## config.mk

```make
export PLATFORM = sky130hd
export DESIGN_NAME = dual_dev_ctrl_mux
export DESIGN_NICKNAME = d
export VERILOG_FILES = /design/src/rtl/dcr_pkg.sv /design/src/rtl/dcr_sync.sv /design/src/rtl/dcr_ctrl.sv /design/src/rtl/dcr_datapath.sv /design/src/rtl/dual_dev_ctrl_mux.sv
export SDC_FILE = /design/constraint.sdc
export NUM_CORES = 1
export LEC_CHECK = 0
export BUFFER_PORTS_ARGS = -buffer_cell sky130_fd_sc_hd__buf_2
export CAP_MARGIN = 10
export CORE_MARGIN = 2
export CORE_UTILIZATION = 40
export DETAILED_ROUTE_END_ITERATION = 8
export PLACE_DENSITY = 0.81
export SYNTH_ARGS = -nofsm -noshare
export SYNTH_HDL_FRONTEND = slang
export SYNTH_SLANG_ARGS = --single-unit
```

## constraint.sdc

```tcl
create_clock -name clk -period 1.52 [get_ports clk]
set_input_delay 0.152 -clock clk [delete_from_list [all_inputs] [get_ports clk]]
set_output_delay 0.152 -clock clk [all_outputs]
set_load 0.01 [all_outputs]
```

## src/rtl/dcr_pkg.sv

```systemverilog
package dcr_pkg;

  // Register selector produced by address decode
  typedef enum logic [2:0] {
    SEL_NONE,
    SEL_BC_ENA,
    SEL_RT_ENA,
    SEL_MT_ENA,
    SEL_BC_TRIG,
    SEL_CONN_ENA,
    SEL_CONN_TRIG,
    SEL_MODE
  } regSel_e;

  // Word offsets inside the window; the register behaviour depends on them
  localparam int OFS_BC_ENA    = 0;
  localparam int OFS_RT_ENA    = 1;
  localparam int OFS_MT_ENA    = 2;
  localparam int OFS_BC_TRIG   = 3;
  localparam int OFS_CONN_ENA  = 4;
  localparam int OFS_CONN_TRIG = 5;
  localparam int OFS_MODE      = 13;

  // Strobes from control to datapath
  typedef struct packed {
    logic    wrStb;
    logic    rdStb;
    regSel_e sel;
    logic    wrBit;
  } ctrlStb_t;

endpackage

```

## src/rtl/dcr_sync.sv

```systemverilog
module dcr_sync #(
  parameter int               WIDTH   = 2,
  parameter int               STAGES  = 2,
  parameter logic [WIDTH-1:0] RST_VAL = '0
) (
  input  logic             clk,
  input  logic             rstN,
  input  logic [WIDTH-1:0] din,
  output logic [WIDTH-1:0] dout
);

  logic [WIDTH-1:0] stage [STAGES];

  always_ff @(posedge clk or negedge rstN) begin
    if (!rstN) begin
      for (int i = 0; i < STAGES; i++) stage[i] <= RST_VAL;
    end else begin
      stage[0] <= din;
      for (int i = 1; i < STAGES; i++) stage[i] <= stage[i-1];
    end
  end

  assign dout = stage[STAGES-1];

endmodule

```

## src/rtl/dcr_ctrl.sv

```systemverilog
module dcr_ctrl
  import dcr_pkg::*;
#(
  parameter int              ADDR_W    = 16,
  parameter int              DATA_W    = 16,
  parameter int              NUM_DEV   = 2,
  parameter int              DEV_W     = 1,
  parameter logic [ADDR_W-1:0] BASE_ADDR = 16'h8000,
  parameter int              WIN_WORDS = 20
) (
  input  logic              wrEn,
  input  logic              rdEn,
  input  logic [ADDR_W-1:0] addr,
  input  logic [DATA_W-1:0] wrData,
  input  logic [DEV_W-1:0]  chanSel,
  output ctrlStb_t          stb,
  output logic [DEV_W-1:0]  devIdx
);

  localparam logic [ADDR_W:0] WIN_LO = {1'b0, BASE_ADDR};
  localparam logic [ADDR_W:0] WIN_HI = WIN_LO + (ADDR_W+1)'(WIN_WORDS);

  logic              inWin;
  logic              devOk;
  logic [ADDR_W-1:0] ofs;
  regSel_e           sel;
  logic              writable;

  assign inWin  = ({1'b0, addr} >= WIN_LO) && ({1'b0, addr} < WIN_HI);
  assign devOk  = (32'(chanSel) < NUM_DEV);
  assign ofs    = addr - BASE_ADDR;
  assign devIdx = chanSel;

  always_comb begin
    sel = SEL_NONE;
    if (inWin) begin
      if (32'(ofs) == OFS_MODE)               sel = SEL_MODE;
      else if (devOk) begin
        case (32'(ofs))
          OFS_BC_ENA:    sel = SEL_BC_ENA;
          OFS_RT_ENA:    sel = SEL_RT_ENA;
          OFS_MT_ENA:    sel = SEL_MT_ENA;
          OFS_BC_TRIG:   sel = SEL_BC_TRIG;
          OFS_CONN_ENA:  sel = SEL_CONN_ENA;
          OFS_CONN_TRIG: sel = SEL_CONN_TRIG;
          default:       sel = SEL_NONE;
        endcase
      end
    end
  end

  always_comb begin
    case (sel)
      SEL_BC_ENA, SEL_RT_ENA, SEL_MT_ENA,
      SEL_BC_TRIG, SEL_MODE: writable = 1'b1;
      default:               writable = 1'b0;
    endcase
  end

  always_comb begin
    stb.wrStb = wrEn && writable;
    stb.rdStb = rdEn;
    stb.sel   = sel;
    stb.wrBit = wrData[0];
  end

endmodule

```

## src/rtl/dcr_datapath.sv

```systemverilog
module dcr_datapath
  import dcr_pkg::*;
#(
  parameter int NUM_DEV     = 2,
  parameter int DEV_W       = 1,
  parameter int DATA_W      = 16,
  parameter int SYNC_STAGES = 2
) (
  input  logic               clk,
  input  logic               rstN,
  input  ctrlStb_t           stb,
  input  logic [DEV_W-1:0]   devIdx,
  input  logic [NUM_DEV-1:0] connBcEnaN,
  input  logic [NUM_DEV-1:0] connBcTrig,
  output logic [NUM_DEV-1:0] bcEnaOut,
  output logic [NUM_DEV-1:0] bcTrigOut,
  output logic [NUM_DEV-1:0] rtEnaOut,
  output logic [NUM_DEV-1:0] mtEnaOut,
  output logic               userMode,
  output logic [DATA_W-1:0]  rdData,
  output logic               rdValid
);

  logic [NUM_DEV-1:0] bcEnaReg, rtEnaReg, mtEnaReg, bcTrigReg;
  logic [NUM_DEV-1:0] syncEnaN, syncTrig;
  logic               modeReg;
  logic               rdBit;

  dcr_sync #(.WIDTH(NUM_DEV), .STAGES(SYNC_STAGES), .RST_VAL({NUM_DEV{1'b1}}))
    syncEna_i (.clk(clk), .rstN(rstN), .din(connBcEnaN), .dout(syncEnaN));

  dcr_sync #(.WIDTH(NUM_DEV), .STAGES(SYNC_STAGES), .RST_VAL({NUM_DEV{1'b0}}))
    syncTrig_i (.clk(clk), .rstN(rstN), .din(connBcTrig), .dout(syncTrig));

  // Global mode bit, demo after reset
  always_ff @(posedge clk or negedge rstN) begin
    if (!rstN)                                  modeReg <= 1'b0;
    else if (stb.wrStb && stb.sel == SEL_MODE)  modeReg <= stb.wrBit;
  end

  // Per-device pin registers with demo presets
  for (genvar d = 0; d < NUM_DEV; d++) begin : g_dev
    logic hit;
    assign hit = stb.wrStb && (devIdx == DEV_W'(d));

    always_ff @(posedge clk or negedge rstN) begin
      if (!rstN) begin
        bcEnaReg[d]  <= 1'b1;
        rtEnaReg[d]  <= 1'b1;
        mtEnaReg[d]  <= 1'b1;
        bcTrigReg[d] <= 1'b0;
      end else if (hit) begin
        case (stb.sel)
          SEL_BC_ENA:  bcEnaReg[d]  <= stb.wrBit;
          SEL_RT_ENA:  rtEnaReg[d]  <= stb.wrBit;
          SEL_MT_ENA:  mtEnaReg[d]  <= stb.wrBit;
          SEL_BC_TRIG: bcTrigReg[d] <= stb.wrBit;
          default: ;
        endcase
      end
    end

    // Output mux: connector pins win in user mode
    assign bcEnaOut[d]  = modeReg ? ~syncEnaN[d] : bcEnaReg[d];
    assign bcTrigOut[d] = modeReg ?  syncTrig[d] : bcTrigReg[d];
  end

  assign rtEnaOut = rtEnaReg;
  assign mtEnaOut = mtEnaReg;
  assign userMode = modeReg;

  always_comb begin
    case (stb.sel)
      SEL_BC_ENA:    rdBit = bcEnaOut[devIdx];
      SEL_RT_ENA:    rdBit = rtEnaOut[devIdx];
      SEL_MT_ENA:    rdBit = mtEnaOut[devIdx];
      SEL_BC_TRIG:   rdBit = bcTrigOut[devIdx];
      SEL_CONN_ENA:  rdBit = syncEnaN[devIdx];
      SEL_CONN_TRIG: rdBit = syncTrig[devIdx];
      SEL_MODE:      rdBit = modeReg;
      default:       rdBit = 1'b0;
    endcase
  end

  always_ff @(posedge clk or negedge rstN) begin
    if (!rstN) begin
      rdData  <= '0;
      rdValid <= 1'b0;
    end else begin
      rdValid <= stb.rdStb;
      rdData  <= stb.rdStb ? DATA_W'(rdBit) : '0;
    end
  end

endmodule

```

## src/rtl/dual_dev_ctrl_mux.sv

```systemverilog
module dual_dev_ctrl_mux
  import dcr_pkg::*;
#(
  parameter int                ADDR_W      = 16,
  parameter int                DATA_W      = 16,
  parameter int                NUM_DEV     = 2,
  parameter logic [ADDR_W-1:0] BASE_ADDR   = 16'h8000,
  parameter int                WIN_WORDS   = 20,
  parameter int                SYNC_STAGES = 2,
  localparam int               DEV_W       = (NUM_DEV > 1) ? $clog2(NUM_DEV) : 1
) (
  input  logic               clk,
  input  logic               rstN,
  input  logic               wrEn,
  input  logic               rdEn,
  input  logic [ADDR_W-1:0]  addr,
  input  logic [DEV_W-1:0]   chanSel,
  input  logic [DATA_W-1:0]  wrData,
  output logic [DATA_W-1:0]  rdData,
  output logic               rdValid,
  input  logic [NUM_DEV-1:0] connBcEnaN,
  input  logic [NUM_DEV-1:0] connBcTrig,
  output logic [NUM_DEV-1:0] bcEnaOut,
  output logic [NUM_DEV-1:0] bcTrigOut,
  output logic [NUM_DEV-1:0] rtEnaOut,
  output logic [NUM_DEV-1:0] mtEnaOut
);

  ctrlStb_t         stb;
  logic [DEV_W-1:0] devIdx;
  logic             userMode;

  dcr_ctrl #(
    .ADDR_W(ADDR_W), .DATA_W(DATA_W), .NUM_DEV(NUM_DEV), .DEV_W(DEV_W),
    .BASE_ADDR(BASE_ADDR), .WIN_WORDS(WIN_WORDS)
  ) ctrl_i (
    .wrEn(wrEn), .rdEn(rdEn), .addr(addr), .wrData(wrData),
    .chanSel(chanSel), .stb(stb), .devIdx(devIdx)
  );

  dcr_datapath #(
    .NUM_DEV(NUM_DEV), .DEV_W(DEV_W), .DATA_W(DATA_W), .SYNC_STAGES(SYNC_STAGES)
  ) dp_i (
    .clk(clk), .rstN(rstN), .stb(stb), .devIdx(devIdx),
    .connBcEnaN(connBcEnaN), .connBcTrig(connBcTrig),
    .bcEnaOut(bcEnaOut), .bcTrigOut(bcTrigOut),
    .rtEnaOut(rtEnaOut), .mtEnaOut(mtEnaOut),
    .userMode(userMode), .rdData(rdData), .rdValid(rdValid)
  );

endmodule

```

Word-level counts from Yosys, hierarchy flattened:

Cells that the tools add are included.

* bits in registers: 34

* add/sub/neg operators: 1
* order comparisons: 3
* eq/ne operators: 13
* mux-type cells: 22
* bitwise gates (word level): 3
* reduce and logical (&&, ||, !) cells: 15

Operators with widths (count)
* 16-bit by 2-bit equality test with 1-bit output (second input constant): 2
* 16-bit by 3-bit equality test with 1-bit output (second input constant): 2
* 1-bit 2-to-1 mux: 18
* 3-bit one-hot mux with 6 select lines: 1
* 16-bit by 1-bit equality test with 1-bit output (second input constant): 1
* 16-bit by 4-bit equality test with 1-bit output (second input constant): 1
* 16-bit greater-or-equal comparator (second input constant): 1
* 16-bit zero test: 1
* 16-bit < comparator (second input constant): 1
* 2-bit AND reduction: 8
* 16-bit subtractor (second input constant): 1
* 3-bit equality test (second input constant): 4
* 1-bit one-hot mux with 7 select lines: 1
* 3-bit by 2-bit equality test with 1-bit output (second input constant): 2
* 3-bit 2-to-1 mux: 2
* 1-bit logical AND: 5
* 5-bit OR reduction: 1
* 3-bit by 1-bit equality test with 1-bit output (second input constant): 1
* 1-bit inverter: 3
* 1-bit by 2-bit < comparator with 1-bit output (second input constant): 1

Longest topological paths before layout:

Gate-level depths: netlist (run 1).

* depth in word-level cells: 11
* depth in mapped cells: 6
* mapped depth without buffers: 5

By module:

From an unflattened synthesis (run 1), not the netlist that was laid out.

* cell total of the unflattened synthesis: 114
* area total of the unflattened synthesis: 1184.9 µm²

By module, submodules not included
* dcr_datapath: instances 1, cells each 79, area an instance 795.8 µm²
* dcr_ctrl: instances 1, cells each 23, area an instance 153.9 µm²
* dcr_sync (dp_i.syncEna_i): instances 1, cells each 6, area an instance 120.1 µm²
* dcr_sync (dp_i.syncTrig_i): instances 1, cells each 6, area an instance 115.1 µm²

Worst setup path before layout (run 1):

No wires, ideal clock.

* kind: reg2reg
* from: register dp_i.modeReg (netlist: dp_i.userMode)
* to: register dp_i.rdData[0]
* setup time: 0.134 ns
* arrival time: 1.341 ns
* data required time: 1.386 ns
* setup slack: 0.045 ns
* cell stages (with the launch flop): 6
* cell sequence: dfrtp_1 > buf_2 > mux2_2 > mux2_2 > a31oi_1 > a31oi_1

* word-level cells in the longest chain between the ends: 5

Ends and longest elaborated chain
* start, declared: line dcr_datapath.sv:26 `logic modeReg;`
* start signal, assigned: line dcr_datapath.sv:38 `else if (stb.wrStb && stb.sel == SEL_MODE) modeReg <= stb.wrBit;`
* 1-bit 2-to-1 mux: line dcr_datapath.sv:65 `assign bcTrigOut[d] = modeReg ? syncTrig[d] : bcTrigReg[d];`
* via bcTrigOut[1]: line dual_dev_ctrl_mux.sv:24 `output logic [NUM_DEV-1:0] bcTrigOut,`
* 1-bit 2-to-1 mux (implied by the code) (2 in a row): line dcr_datapath.sv:77 `SEL_BC_TRIG: rdBit = bcTrigOut[devIdx];`
* 1-bit one-hot mux with 7 select lines: line dcr_datapath.sv:73 `case (stb.sel)`
* 1-bit 2-to-1 mux: line dcr_datapath.sv:91 `rdData <= stb.rdStb ? DATA_W'(rdBit) : '0;`
* end signal, assigned: line dcr_datapath.sv:91
* end, declared: line dcr_datapath.sv:20 `output logic [DATA_W-1:0] rdData,`

The timed path passes the listed nets, and every way through them passes these cells. The select of a mux whose other input is x is not followed.
A chain may end at the register's enable or synchronous reset.

Worst setup path after layout (run 1):

* from: register dp_i.modeReg (netlist: dp_i.userMode)
* to: register dp_i.rdData[0]

* word-level cells in the longest chain between the ends: 5

Ends and longest elaborated chain (line)
* 1-bit 2-to-1 mux, on equally long branches: dcr_datapath.sv:65, dcr_datapath.sv:64
* 1-bit 2-to-1 mux, on equally long branches (2 in a row): dcr_datapath.sv:77, dcr_datapath.sv:74
* 1-bit one-hot mux with 7 select lines *: dcr_datapath.sv:73
* 1-bit 2-to-1 mux *: dcr_datapath.sv:91

Mark *: on every way between the ends. The rest lies on a longest branch, timed or not. The select of a mux whose other input is x is not followed.

==> results of run 1 <==
-- final cells by class --
cell class              instances  area, µm²  area share [%]
clock buffers                   3       22.5            1.52
clock inverters                 1       7.51           0.506
multi-input cells              85        659            44.4
flip-flops and latches         19        488            32.9
well taps                      33       41.3            2.78
repair buffers                 45        265            17.9
-- how the worst max path moves through the flow --
stage	startpoint	to	slack [ns]	depth (start not counted)
2_1_floorplan	dp_i.userMode$_DFFE_PN0P_	dp_i.rdData[0]$_DFF_PN0_	0.04	5
3_3_place_gp	addr[6]	dp_i.bcTrigReg[0]$_DFFE_PN0P_	0.002	5
3_5_place_dp	addr[6]	dp_i.rdData[0]$_DFF_PN0_	-0.1	6
4_1_cts	dp_i.userMode$_DFFE_PN0P_	dp_i.rdData[0]$_DFF_PN0_	0.08	4
5_1_grt	dp_i.userMode$_DFFE_PN0P_	dp_i.rdData[0]$_DFF_PN0_	0.02	6
6_report	dp_i.userMode$_DFFE_PN0P_	dp_i.rdData[0]$_DFF_PN0_	0.13	4
-- power by group through the flow --
stage	sequential (W)	clock, W	combinational (W)
6_report	0.000527	0.000259	0.000149
5_1_grt	0.000529	0.000289	0.000166
4_1_cts	0.000527	0.000274	0.000149
3_5_place_dp	0.000536	0	0.000137
3_3_place_gp	0.000535	0	0.000133
2_1_floorplan	0.000536	0	0.0000993
-- placed cells by master, fill, tap and decap left out, drive strengths merged --
master and n:
nand2b 2, nor2 7, nand4 1, and2b 2
nand3b 2, o311ai 1, nand4b 1, dfrtp 9
o211ai 1, dlygate4sd3 6, nor4b 1, a2bb2oi 1
o21ai 3, a21oi 3, clkinvlp 1, clkbuf 3
or2b 1, mux2i 2, nor4 5, buf 39
mux2 14, or2 1, nor3 5, dfstp 10
nand3 5, conb 15, a21o 1, and3 1
a211o 1, a31oi 2, nand2 7
-- logic make-up after synthesis --
logic type / count (synthesis) / share of synthesized area (%)
and+or+nand+nor: 41 / 26.2
DFF: 19 / 39.8
buffers and inverters: 19 / 11.3
muxes: 16 / 15.1
AOI/OAI and AO/OA: 13 / 7.34
other: 1 / 0.306
-- timing repair --
item,CTS,global route
resized for setup,0,1
hold endpoints to repair,14,0
hold buffers,6,0
setup endpoints to repair,0,1
-- metrics by stage --
stage | util (%) | cells | area (µm²) | setup WS (ns)
floorplan | - | 123 | 1280 | 0.0449
global placement | 46.6 | 176 | 1390 | 0.00184
detailed placement | 46.6 | 176 | 1390 | -0.0993
CTS | 49.6 | 186 | 1480 | 0.0845
global route | 49.8 | 186 | 1480 | 0.0150
finish | 49.8 | 186 | 1480 | 0.132
-- registers in the layout, summed over array words and instances, names as in the netlist --
name / cells
dp_i.rdData: 1
dp_i.rdValid: 1
dp_i.syncTrig_i.dout: 2
dp_i.userMode: 1
dp_i.syncTrig_i.stage: 2
dp_i.mtEnaOut: 2
dp_i.syncEna_i.stage: 2
dp_i.bcEnaReg: 2
dp_i.syncEna_i.dout: 2
dp_i.rtEnaOut: 2
dp_i.bcTrigReg: 2
-- layer usage --
| metal | wire [µm] | global-route usage, % | vias up |
|---|---|---|---|
| met2 | 1140 | 25.3 | 51 |
| met5 | 0 | 0 | - |
| met1 | 906 | 16.1 | 424 |
| li1 | - | - | 447 |
| met4 | 29 | 3.90 | 0 |
| met3 | 196 | 4.15 | 5 |
-- critical path, cell delays in order, from the launching register on --
cell and delay (ns):
dfrtp_1 0.40, mux2_2 0.36, mux2_2 0.27, a31oi_1 0.14, a31oi_1 0.10
-- Yosys cell counts --
cell type	instances
nand3_1	4
nor4_2	2
nor2_1	5
dfrtp_1	9
and3_2	1
or2b_2	1
nand3b_4	1
dfstp_2	10
nor4_1	1
nor4b_4	1
nand4b_1	1
nor3_4	1
o21ai_1	1
mux2i_1	2
a21oi_1	3
nand3b_1	1
buf_2	3
o211ai_1	1
a31oi_1	2
mux2_2	5
mux2_4	2
a211o_1	1
mux2_1	7
nor4_4	2
nand2_1	7
nor3_1	4
nor2_2	2
or2_1	1
nand4_1	1
nand2b_1	1
nand3_2	1
conb_1	1
nand2b_4	1
a2bb2oi_2	1
o311ai_1	1
and2b_1	2
buf_6	1
a21o_1	1
buf_4	15
o21ai_0	2
==> summary.txt, run 1 <==
Placement
  – Buffers on Ports: 35
  – GPL Wtd Cong: between 0.8 and 0.9
  – DPL Wire Length: between 1500 and 2000 µm

Route
  – Antenna violation net count after detailed routing: 0
  – Routed vias/inst: between 4 and 5
  – DRC Markers: 0
  – Total number of vias: between 900 and 1000
  – Final wirelength: around 2300 µm
  – 1st-pass router iterations: 4
  – 1st-iter DRT viols: 8
  – Per-cell routed wire length: about 12 µm

Power
  – Leakage: about 0.70 nW
  – Net Sw Power: approximately 0.00025 W
  – Clock network power share: ~28%
  – Cell Pwr Density: between 600 and 700 mW/mm²
  – Comb pwr share: about 16%
  – Post-layout power: 0.000936 W
  – Sequential Power Share: 56.3%
  – Internal power: 0.000684 W
  – Worst vdd ir: about 570 µV
  – Sw Ratio: 26.9%

Final layout
  – FILL cells: around 270
  – Ratio of cells with drive above 1 in the final layout: between 40 and 50%
  – Final antenna diode count: 0
  – Layout Nets: 195
  – Area grow syn2layout: 20.9%

Logic synthesis
  – Share of the synthesized area in the top cell type: a little over a fifth
  – Top cells by area, synth: dfstp_2 21%, dfrtp_1 18%, buf_4 9.2%
  – Synth cell types: 40
  – Mapped Area: about 0.0012 mm²
  – Seq/Total Area, Yosys: about two fifths
  – Synth Instances: approximately 110
  – Yosys warning total: 0
  – Synth area leader: dfstp_2
  – Syn Area/Cell: around 11 µm²
  – #FFs+latches synth: 19

Worst setup path
  – Critical path class: register to register
  – Reg-to-Reg Start: dp_i.userMode$_DFFE_PN0P_
  – Endpoint of the worst register-to-register path: dp_i.rdData[0]$_DFF_PN0_
  – Startpoint Class: register
  – CP max FO: 3
  – CP required: around 1.7 ns
  – R2R setup slack: between 0.1 and 0.15 ns
  – WP data arrival: ~1.6 ns
  – R2R depth: 4
  – Crit end category: register

Floorplanning
  – Initial Util: 41.2%
  – Die height: approximately 59 µm
  – # rows: 20
  – Chip Width: 59.4 µm
  – CORE AREA: 0.00298 mm²
  – Num ports: 66
  – Die area: around 0.0035 mm²

Worst hold path
  – Hold crit path type: input pin to register
  – Hold Path End: dp_i.bcTrigReg[1]$_DFFE_PN0P_
  – Min-Delay Startpoint: wrData[0]
  – Hold path cells: 2

Timing
  – Final Hold Violating Endpoints: 0
  – Crit share post-route: around 91%
  – WHS: between 0.15 and 0.2 ns
  – Max-slew violations: 0
  – Min Tclk post-route: 1.39 ns
  – Clock Skew: 0.00157 ns
  – Unrepaired setup endpoints after global routing: false
  – Finish-stage setup viols: 0
  – Setup TNS: 0 ns
  – Max frequency: approximately 720 MHz

Status
  – Status: finished, final reports clean

Clock network
  – H-tree depth: 1
  – Root buf cell: clkbuf_4
  – Clock latency at the later pin of the worst-skew pair: 0.30 ns
  – CTS tree: done
  – Max Buffers Root-to-Sink: 2
  – Post-CTS Setup Inserts: 0
  – Cts bufs inserted: 3
  – Clock transition at path regs: between 0.1 and 0.15 ns
  – Clk sinks: 19

GRT
  – Initial antenna violation count: 0
  – Total grt overflow: 0
  – Gr usage total: 14.1%
  – Pin count of the biggest net entering global routing: 20
  – First-pass GRT wire length: between 3000 and 4000 µm
  – Vias in the first global route: slightly below 900

Flow run
  – Max-cap violations: 0
Power figures use the tool's default switching activity.
==> run 2, diff against run 1 <==
--- a/config.mk
+++ b/config.mk
@@ -11,6 +11,7 @@
 export CORE_UTILIZATION = 40
 export DETAILED_ROUTE_END_ITERATION = 8
 export PLACE_DENSITY = 0.81
+export SETUP_SLACK_MARGIN = 0.3
 export SYNTH_ARGS = -nofsm -noshare
 export SYNTH_HDL_FRONTEND = slang
 export SYNTH_SLANG_ARGS = --single-unit
==> run 2 against run 1 <==
Flip-flop and latch count unchanged. Largest cell class unchanged. Cell area increased by 2.7%. Global-route usage rose by 2.3 points. Die area is the same. Sequential power is essentially flat. Hold slack worse by 0.0066 ns.
==> summary.txt, run 2 (synthesized netlist as in run 1, its figures left out) <==
Final layout
  – Final antenna diode count: 0 (unchanged)
  – Commonest non-fill, non-tap cell in the layout: buf_2 (unchanged)
  – Final instance area: 0.00152 mm² (was 0.00148 mm²)
  – Final std cells w/o fill: 187 (was 186)
  – Layout Nets: 196 (was 195)
  – Area grow syn2layout: 24.2% (was 20.9%)
  – Ratio of cells with drive above 1 in the final layout: 51.3% (was 49.0%)
  – Most frequent cells in the layout: 34 x buf_2, 15 x conb_1, 10 x dfstp_2 (was 35 x buf_2, 15 x conb_1, 10 x dfstp_2)

Worst hold path
  – Hold crit path type: input pin to register (unchanged)
  – Hold path cells: 2 (unchanged)
  – Hold Path End: dp_i.bcTrigReg[0]$_DFFE_PN0P_ (was dp_i.bcTrigReg[1]$_DFFE_PN0P_)
  – Min-Delay Startpoint: wrData[0] (unchanged)

Worst setup path
  – Startpoint Class: register (unchanged)
  – CP max FO: 6 (was 3)
  – R2R setup slack: 0.07 ns (was 0.13 ns)
  – Reg-to-Reg Start: dp_i.userMode$_DFFE_PN0P_ (unchanged)
  – Crit-path cells: mux2_4 > mux2_2 > a31oi_1 > a31oi_1 (was mux2_2 > mux2_2 > a31oi_1 > a31oi_1)
  – Max stage delay on crit path: 0.48 ns (was 0.40 ns)
  – Endpoint of the worst register-to-register path: dp_i.rdData[0]$_DFF_PN0_ (unchanged)
  – Crit end category: register (unchanged)
  – R2R depth: 4 (unchanged)
  – Critical path class: register to register (unchanged)
  – CP required: 1.71 ns (was 1.70 ns)
  – Crit-path slowest cell: dfrtp_2 (was dfrtp_1)
  – Critical path's top delay family: multiplexers (unchanged)
  – CP dominant cell by count: a31oi_1
  – CP Buf/Inv Count: 0 (unchanged)
  – WP data arrival: 1.63 ns (was 1.57 ns)

Power
  – Leakage: 0.707 nW (was 0.697 nW)
  – Internal power: 0.000687 W (was 0.000684 W)
  – Cell Pwr Density: 625 mW/mm² (was 631 mW/mm²)
  – Sequential Power Share: 55.5% (was 56.3%)
  – Comb pwr share: 16.3% (was 16.0%)
  – Net Sw Power: 0.000266 W (was 0.000252 W)
  – Post-layout power: 0.000952 W (was 0.000936 W)
  – Worst vdd ir: 429 µV (was 571 µV)
  – Clock network power share: 28.2% (was 27.7%)
  – Sw Ratio: 27.9% (was 26.9%)

Clock network
  – Cts bufs inserted: 3 (unchanged)
  – Clock transition at path regs: 0.12 ns (was 0.11 ns)
  – H-tree depth: 1 (unchanged)
  – Root buf cell: clkbuf_4 (unchanged)
  – Clock latency at the later pin of the worst-skew pair: 0.31 ns (was 0.30 ns)
  – Clk sinks: 19 (unchanged)
  – Max Buffers Root-to-Sink: 2 (unchanged)
  – CTS tree: done (unchanged)

Route
  – Metal3 WL: 150 µm (was 196 µm)
  – Max layer used: met4 (unchanged)
  – 1st-iter DRT viols: 29 (was 8)
  – DRC Markers: 0 (unchanged)
  – WL met1: 1040 µm (was 906 µm)
  – 1st-pass router iterations: 4 (unchanged)
  – Met2 WL: 1320 µm (was 1140 µm)
  – Routed vias/inst: 5.19 (was 4.98)
  – Final wirelength: 2580 µm (was 2270 µm)
  – Per-cell routed wire length: 13.8 µm (was 12.2 µm)
  – Antenna violation net count after detailed routing: 0 (unchanged)
  – Total number of vias: 970 (was 927)

Timing
  – Min Tclk post-route: 1.45 ns (was 1.39 ns)
  – Finish-stage setup viols: 0 (unchanged)
  – Unrepaired setup endpoints after global routing: true (was false)
  – Clock Skew: 0.0116 ns (was 0.00157 ns)
  – Worst setup margin: 0.0745 ns (was 0.132 ns)
  – Final Hold Violating Endpoints: 0 (unchanged)
  – Max-slew violations: 0 (unchanged)
  – WHS: 0.180 ns (was 0.187 ns)
  – Crit share post-route: 95.1% (was 91.3%)
  – Max frequency: 692 MHz (was 721 MHz)

Floorplanning
  – Die area: 0.00353 mm² (unchanged)
  – CORE AREA: 0.00298 mm² (unchanged)
  – Initial Util: 41.2% (unchanged)
  – Chip Width: 59.4 µm (unchanged)
  – Die height: 59.4 µm (unchanged)
  – # rows: 20 (unchanged)
  – Num ports: 66 (unchanged)

GRT
  – Gr usage total: 16.3% (was 14.1%)
  – Vias in the first global route: 991 (was 890)
  – Pin count of the biggest net entering global routing: 20 (unchanged)
  – Total grt overflow: 0 (unchanged)
  – First-pass GRT wire length: 4270 µm (was 3740 µm)
  – Initial antenna violation count: 0 (unchanged)

Status
  – Status: finished, final reports clean (unchanged)

Placement
  – DPL Wire Length: 1940 µm (was 1860 µm)
  – Pre-CTS setup slack: -0.0750 ns (was -0.0993 ns)
  – GPL Wtd Cong: 0.870 (was 0.869)
  – Post-DP Area: 0.00139 mm² (about the same)
  – Placed cells: 175 (was 176)
  – Buffers on Ports: 35 (unchanged)

Flow run
  – Max-cap violations: 0 (unchanged)
run 2: power groups by stage:
| stage | combinational [W] | clock [W] | sequential [W] |
|---|---|---|---|
| 3_5_place_dp | 0.000141 | 0 | 0.000537 |
| 3_3_place_gp | 0.000135 | 0 | 0.000536 |
| 4_1_cts | 0.000154 | 0.000279 | 0.000528 |
| 2_1_floorplan | 0.000105 | 0 | 0.000536 |
| 5_1_grt | 0.000170 | 0.000307 | 0.000530 |
| 6_report | 0.000155 | 0.000269 | 0.000528 |
run 2: metrics by stage:
stage               util [%]  setup TNS [ns]
CTS                     50.5               0
global placement        46.8         -0.0203
global route            51.2               0
floorplan                  -               0
finish                  51.2               0
detailed placement      46.8          -0.300
run 2: how the worst max path moves through the flow:
stage,from,end,depth (start not counted)
after floorplan,dp_i.userMode$_DFFE_PN0P_,dp_i.rdData[0]$_DFF_PN0_,5
after global placement,addr[4],dp_i.rtEnaOut[1]$_DFFE_PN1P_,5
after detailed placement,addr[6],dp_i.bcTrigReg[1]$_DFFE_PN0P_,5
after CTS,dp_i.userMode$_DFFE_PN0P_,dp_i.rdData[0]$_DFF_PN0_,4
after global routing,dp_i.userMode$_DFFE_PN0P_,bcEnaOut[1],4
final,dp_i.userMode$_DFFE_PN0P_,dp_i.rdData[0]$_DFF_PN0_,4
run 2: final cells by class:
class / count / area, µm²
clock buffer: 3 / 22.5
clock inverter: 1 / 7.51
fill: 275 / 1450
multi-input combinational: 85 / 684
sequential: 19 / 489
tap: 33 / 41.3
timing repair buffer: 46 / 279
run 2: what timing repair did:
action | 4_1_cts | 5_1_grt
pin swaps | 0 | 4
resized for setup | 4 | 2
hold endpoints to repair | 14 | 0
endpoints found under the setup margin | 8 | 11
setup buffers | 1 | 1
hold buffers | 6 | 0
run 2: worst reg2reg max path: cells and delay by family (launching register included):
| family | cells | cell delay (ns) |
|---|---|---|
| muxes | 2 | 0.60 |
| DFF | 1 | 0.48 |
| AOI/OAI and AO/OA | 2 | 0.24 |
run 2: layer usage:
layer | up-vias | global-route usage, %
met3 | 8 | 3.71
met2 | 50 | 26.5
met1 | 459 | 19.9
li1 | 453 | -
met5 | - | 0
met4 | 0 | 9.09
